`src/rtl/rcd_pkg.sv`:
```
`timescale 1ns/1ps
// Shared types for the ratio clock divider.
// Assumes: nothing beyond IEEE 1800-2017 enums.
package rcd_pkg;

    // Phases of the ratio-switch sequence.
    typedef enum logic [1:0] {
        SEQ_IDLE = 2'd0,   // output parked low, counting the quiet gap
        SEQ_RUN  = 2'd1,   // divided clock active, code watched
        SEQ_WAIT = 2'd2    // change seen, still running until slot boundary
    } seq_state_e;

endpackage

```
`src/rtl/rcd_sequencer.sv`:
```
`timescale 1ns/1ps
// Ratio-switch sequencer. Registers the ratio code, detects a change against
// the active code, lets the old waveform run to the second slot boundary of a
// free-running counter, then holds a fixed idle gap before restarting.
// Assumes: SLOT is a power of two; IDLE_CYC >= 2.
module rcd_sequencer
    import rcd_pkg::*;
#(
    parameter int CODE_W   = 5,
    parameter int SLOT     = 64,
    parameter int IDLE_CYC = 192,
    localparam int RW      = CODE_W + 1,
    localparam int SW      = $clog2(SLOT),
    localparam int IW      = $clog2(IDLE_CYC)
) (
    input  logic              clk,
    input  logic              rst_n,
    input  logic [CODE_W-1:0] code_in,
    output logic              run,
    output logic              run_nx,
    output logic              start,
    output logic [RW-1:0]     ratio
);

    logic [CODE_W-1:0] code_q;
    logic [CODE_W-1:0] code_act;
    logic [CODE_W-1:0] code_sel;
    seq_state_e        st;
    seq_state_e        st_nx;
    logic [SW-1:0]     slot_cnt;
    logic              slot_end;
    logic              armed;
    logic [IW-1:0]     idle_cnt;
    logic              idle_last;

    assign slot_end  = (slot_cnt == SW'(SLOT - 1));
    assign idle_last = (idle_cnt == IW'(IDLE_CYC - 1));

    // Sample the ratio code once per input clock.
    always_ff @(posedge clk) begin
        code_q <= code_in;
    end

    // Free-running slot counter that sets the idle-entry boundaries.
    always_ff @(posedge clk) begin
        if (!rst_n) slot_cnt <= '0;
        else        slot_cnt <= slot_cnt + SW'(1);
    end

    // Next-state decision for the switch sequence.
    always_comb begin
        st_nx = st;
        case (st)
            SEQ_RUN:  if (code_q != code_act)  st_nx = SEQ_WAIT;
            SEQ_WAIT: if (slot_end && armed)   st_nx = SEQ_IDLE;
            SEQ_IDLE: if (idle_last)           st_nx = SEQ_RUN;
            default:                           st_nx = SEQ_IDLE;
        endcase
    end

    // State, boundary arming, idle gap counting and active code capture.
    always_ff @(posedge clk) begin
        if (!rst_n) begin
            st       <= SEQ_IDLE;
            armed    <= 1'b0;
            idle_cnt <= '0;
            code_act <= '0;
        end else begin
            st <= st_nx;
            case (st)
                SEQ_RUN:  armed <= slot_end;
                SEQ_WAIT: if (slot_end) armed <= 1'b1;
                SEQ_IDLE: idle_cnt <= idle_last ? '0 : idle_cnt + IW'(1);
                default:  armed <= 1'b0;
            endcase
            if (st == SEQ_IDLE && idle_last) code_act <= code_q;
        end
    end

    // Decode: the all-zero code stands for the largest ratio.
    assign code_sel = (st == SEQ_IDLE) ? code_q : code_act;
    assign ratio    = (code_sel == '0) ? RW'(1 << CODE_W) : {1'b0, code_sel};
    assign run      = (st == SEQ_RUN) || (st == SEQ_WAIT);
    assign run_nx   = (st_nx == SEQ_RUN) || (st_nx == SEQ_WAIT);
    assign start    = (st == SEQ_IDLE) && idle_last;

    // ---- checks ----
    logic [SW+1:0] wait_seen;
    logic [IW:0]   idle_seen;

    // Count consecutive cycles spent waiting and idling, independent of the FSM counters.
    always_ff @(posedge clk) begin
        if (!rst_n) begin
            wait_seen <= '0;
            idle_seen <= '0;
        end else begin
            wait_seen <= (st == SEQ_WAIT) ? wait_seen + (SW+2)'(1) : '0;
            idle_seen <= (st == SEQ_IDLE) ? idle_seen + (IW+1)'(1) : '0;
        end
    end

    // waiting never outlasts two slots.
    p_wait_bounded_r5: assert property (@(posedge clk) disable iff (!rst_n)
        (st == SEQ_WAIT) |-> (wait_seen < (SW+2)'(2 * SLOT)));

    // every restart follows exactly the idle gap.
    p_idle_gap_r6: assert property (@(posedge clk) disable iff (!rst_n)
        $rose(run) |-> (idle_seen == (IW+1)'(IDLE_CYC)));

    // the ratio in use cannot move while running.
    p_ratio_hold_r2: assert property (@(posedge clk) disable iff (!rst_n)
        (run && $past(run)) |-> $stable(ratio));

endmodule

```
`src/rtl/rcd_core.sv`:
```
`timescale 1ns/1ps
// Division core. A modulo-N counter forms a rising-edge pulse of N/2 (even)
// or (N-1)/2 (odd) cycles; for odd N a half-cycle delayed copy taken on the
// falling edge is ORed in to stretch the high phase to exactly N/2 periods.
// Assumes: ratio is stable while run is high; ratio 1 is handled by the top.
module rcd_core #(
    parameter int RW = 6
) (
    input  logic          clk,
    input  logic          rst_n,
    input  logic          run,
    input  logic          run_nx,
    input  logic          start,
    input  logic [RW-1:0] ratio,
    output logic          div_out
);

    logic [RW-1:0] cnt;
    logic [RW-1:0] cnt_nx;
    logic [RW-1:0] half;
    logic          pos_q;
    logic          neg_q;

    assign half   = ratio >> 1;
    assign cnt_nx = (start || cnt == ratio - RW'(1)) ? '0 : cnt + RW'(1);

    // Period counter and rising-edge pulse; restart forces a full high phase.
    always_ff @(posedge clk) begin
        if (!rst_n) begin
            cnt   <= '0;
            pos_q <= 1'b0;
        end else begin
            cnt   <= cnt_nx;
            pos_q <= run_nx && (cnt_nx < half);
        end
    end

    // Half-cycle delayed copy of the pulse for odd-ratio stretching.
    always_ff @(negedge clk) begin
        if (!rst_n) neg_q <= 1'b0;
        else        neg_q <= pos_q;
    end

    assign div_out = run & (ratio[0] ? (pos_q | neg_q) : pos_q);

    // the counter stays inside the period while running.
    p_cnt_in_period_r3: assert property (@(posedge clk) disable iff (!rst_n)
        run |-> (cnt < ratio));

    // a restart begins with the high phase.
    p_restart_high_r4: assert property (@(posedge clk) disable iff (!rst_n)
        (start && ratio > RW'(1)) |=> pos_q);

endmodule

```
`src/rtl/ratio_clock_divider.sv`:
```
`timescale 1ns/1ps
// Top of the reprogrammable integer clock divider: sequencer plus division
// core; ratio 1 bypasses the core and gates the input clock directly.
// Assumes: ratio_code is synchronous to clk_in or tolerates one-cycle skew.
module ratio_clock_divider #(
    parameter int CODE_W   = 5,
    parameter int SLOT     = 64,
    parameter int IDLE_CYC = 192,
    localparam int RW      = CODE_W + 1
) (
    input  logic              clk_in,
    input  logic              rst_n,
    input  logic [CODE_W-1:0] ratio_code,
    output logic              clk_out
);

    logic          run;
    logic          run_nx;
    logic          start;
    logic [RW-1:0] ratio;
    logic          div_out;

    rcd_sequencer #(
        .CODE_W   (CODE_W),
        .SLOT     (SLOT),
        .IDLE_CYC (IDLE_CYC)
    ) u_seq (
        .clk     (clk_in),
        .rst_n   (rst_n),
        .code_in (ratio_code),
        .run     (run),
        .run_nx  (run_nx),
        .start   (start),
        .ratio   (ratio)
    );

    rcd_core #(
        .RW (RW)
    ) u_core (
        .clk     (clk_in),
        .rst_n   (rst_n),
        .run     (run),
        .run_nx  (run_nx),
        .start   (start),
        .ratio   (ratio),
        .div_out (div_out)
    );

    assign clk_out = (ratio == RW'(1)) ? (clk_in & run) : div_out;

    // nothing leaves the block in the cycle after a reset edge.
    p_quiet_after_reset_r1: assert property (@(posedge clk_in)
        !rst_n |=> !run);

endmodule

```
`config.mk`:
```
export PLATFORM = sky130hd
export DESIGN_NAME = ratio_clock_divider
export DESIGN_NICKNAME = d
export VERILOG_FILES = /design/src/rtl/rcd_pkg.sv /design/src/rtl/rcd_sequencer.sv /design/src/rtl/rcd_core.sv /design/src/rtl/ratio_clock_divider.sv
export SDC_FILE = /design/constraint.sdc
export NUM_CORES = 1
export LEC_CHECK = 0
export ABC_CLOCK_PERIOD_IN_PS = 4900
export BUFFER_PORTS_ARGS = -buffer_cell sky130_fd_sc_hd__clkbuf_2
export CORE_MARGIN = 4
export CORE_UTILIZATION = 43
export CTS_CLUSTER_DIAMETER = 60
export CTS_CLUSTER_SIZE = 28
export DETAILED_ROUTE_END_ITERATION = 7
export PLACE_DENSITY = 0.66
export SLEW_MARGIN = 10
export SYNTH_ARGS = -nofsm -noshare
export SYNTH_HDL_FRONTEND = slang
export SYNTH_HIERARCHICAL = 1
export SYNTH_SLANG_ARGS = --single-unit
```
`constraint.sdc`:
```
create_clock -name clk_in -period 4.9 [get_ports clk_in]
set_input_delay 0.245 -clock clk_in [delete_from_list [all_inputs] [get_ports clk_in]]
set_output_delay 0.245 -clock clk_in [all_outputs]
set_load 0.05 [all_outputs]
```
==> flow_summary.ini <==
[synth]
synth_ff_type = dfxtp_1
avgSynthCellArea_um2 = 9.10
synth_common_cells = dfxtp_1 (35), nor3_1 (14), xnor2_1 (14), inv_1 (13)
yosys.area.top_type = dfxtp_1
synth-edff-count = 0
yosys_register_bits = 35
yosysUniqueCellTypes = 42
syn_area_um2 = 1960
yosysTopAreaCellShare = 0.358
synthesis.instances = 215
synth_area_leaders = dfxtp_1 (36%), ha_1 (7.7%), xnor2_1 (6.3%)
ys_seq_area_frac = 0.358
synthMostInstantiatedCell = dfxtp_1
yosysWarnings = 6
synth_nets = 234
async_reset_ff_frac = 0

[power_and_ir_drop]
cellPowerDensity_nw_per_um2 = 286
p_leak_nw = 0.855
power_uw = 629
peakVddDrop_mv = 0.215

[clock_network]
worstSkewPairLatency_ns = 0.46
path_clk_slew_ns = 0.07
cts_resized = 0
cts_tree = built

[floorplanning]
initial_core_util = 0.446
fp.dieH_um = 75.4
die_w_um = 75.4
fp-row-count = 24
ios = 8
dieArea_um2 = 5690
placeableCoreArea_um2 = 4380

[hold_path]
hold_class = input pin to flop

[critical_path]
required_ns = 4.66
r2r_end = u_core/pos_q$_SDFF_PN0_
reg2reg_from = u_seq/st[1]$_SDFF_PN0_
startpoint_type = flop
endpoint = clk_out
startpoint = u_core/neg_q$_SDFF_NN0_
path_class = flop to output pin
critPathMaxFanout = 1
worstRegToRegCells = 13
cp.arrival_ns = 3.90
rrSetupSlack_ns = 0.88
end_kind = output pin

[grt]
grt_pass1_vias = 1480
grt_max_degree = 26
met2_usage = 0.257
met1_usage = 0.173
grt_overflow = 0
busiest_layer = met2
grt_pass1_wl_um = 6420
grt_antenna_before_repair = 0
gr-usage-met3 = 0.0449
gr-usage-all-layers = 0.148

[layout]
stdcell_count = 284
area_growth_pct = 12.3
fin_area_um2 = 2200
n_antenna_cell = 0
drive_above_1_share = 0.121
nets = 250
final_util = 0.501
nFillCells = 413

[sta]
setup_tns_ns = 0
final-hold-violation-count = 0
fin_skew_ns = 0.0730
tightest_slew_ns = 0.669
worst_slack_ns = 0.755
setup_viol = 0
whs_ns = 0.352
slew_violations = 0
slew_headroom = 0.554
rsz0062_at_grt = false

[place]
hpwlAfterDp_um = 2480
dp_cells = 268
gp_congestion = 0.806
place_area_um2 = 2020
port-buffer-count = 7
preCtsSetupSlack_ns = 0.979

[routing]
drc = 0
routed_wl_um = 3580
dr.pass1.iters = 5
via_per_inst = 5.23
drtAntennaViolNets = 0
drt_iter0_markers = 72
wire_per_inst_um = 12.6
vias = 1485

[job]
cap_violations = 0

[status]
status = finished, final reports clean
worst max-delay path, cell delays in order (launching register included):
cell and delay, ns:
dfxtp_1 0.31, a21oi_1 0.08, nor2b_1 0.14, o21ai_2 0.07, o31ai_2 0.06, clkbuf_2 0.32
layout make-up:
type	count	area (um2)	share of cell area
flip-flops and latches	35	701	0.319
clock buffers	11	123	0.0558
clock inverters	2	8.76	0.00399
multi-input cells	161	1170	0.534
inverters	12	45.0	0.0205
repair buffers	11	80.1	0.0365
well taps	52	65.1	0.0296
power breakdown:
group	internal, mW	switching [mW]
sequential	0.294	0.0103
combinational	0.0310	0.0314
clock	0.153	0.109
kinds of logic (layout without fill, tap and decap cells):
kind of cell / count (synthesis) / count (layout) / share of synthesized area
AO/OA/AOI/OAI: 29 / 29 / 0.113
XOR/XNOR: 23 / 23 / 0.103
AND/OR/NAND/NOR: 84 / 84 / 0.238
adder cells (fa/ha/maj): 12 / 12 / 0.0768
buffers and inverters: 19 / 36 / 0.0416
flip-flops: 35 / 35 / 0.358
multiplexers: 13 / 13 / 0.0697
state kept, by name, indices dropped and copies added (netlist names):
register	count
u_seq/idle_cnt	8
u_core/cnt	6
u_seq/code_act	5
u_seq/st	2
u_core/neg_q	1
u_seq/armed	1
u_seq/slot_cnt	6
u_seq/code_q	5
u_core/pos_q	1
layout by cell type (no fill, tap or decap), types with 2 or more instances in the layout:
master | synthesis | final
nand3_1 | 11 | 11
clkbuf_1 | 2 | 2
nand4_1 | 2 | 2
nor3_1 | 14 | 14
a31oi_1 | 2 | 2
nand2b_1 | 6 | 6
inv_1 | 13 | 13
nand2_1 | 12 | 12
xor2_1 | 9 | 9
nor3b_1 | 2 | 2
and2_1 | 8 | 8
mux2i_1 | 8 | 8
a21boi_0 | 2 | 2
o31a_1 | 2 | 2
clkbuf_2 | 0 | 7
xnor2_1 | 14 | 14
a21oi_1 | 7 | 7
dlygate4sd3_1 | 0 | 5
or3_1 | 3 | 3
o21ai_0 | 5 | 5
ha_1 | 12 | 12
a211oi_1 | 2 | 2
nor2_1 | 7 | 7
clkbuf_8 | 0 | 8
dfxtp_1 | 35 | 35
nor2b_1 | 11 | 11
mux2_2 | 5 | 5
and3_1 | 3 | 3
layer usage:
layer,vias up,share of wire
met5,-,0
met4,0,0.0031
met3,2,0.036
met2,28,0.48
met1,684,0.48
li1,771,-
worst min path at each step:
| stage | startpoint | to | slack (ns) | cells after the start |
|---|---|---|---|---|
| 4_1_cts | rst_n | u_core/cnt[1]$_SDFF_PN0_ | 0.37 | 3 |
| 3_3_place_gp | ratio_code[4] | u_seq/code_q[4]$_DFF_P_ | 0.35 | 1 |
| 5_1_grt | rst_n | u_core/cnt[1]$_SDFF_PN0_ | 0.40 | 3 |
| 6_report | rst_n | u_core/cnt[1]$_SDFF_PN0_ | 0.35 | 3 |
| 3_5_place_dp | ratio_code[0] | u_seq/code_q[0]$_DFF_P_ | 0.35 | 1 |
| 2_1_floorplan | ratio_code[0] | u_seq/code_q[0]$_DFF_P_ | 0.27 | 0 |
repair_timing:
item                      4_1_cts  5_1_grt
hold endpoints to repair        5        0
hold buffers                    5        0
setup buffers                   0        0
Note: power is estimated with default switching activity, not from simulation.
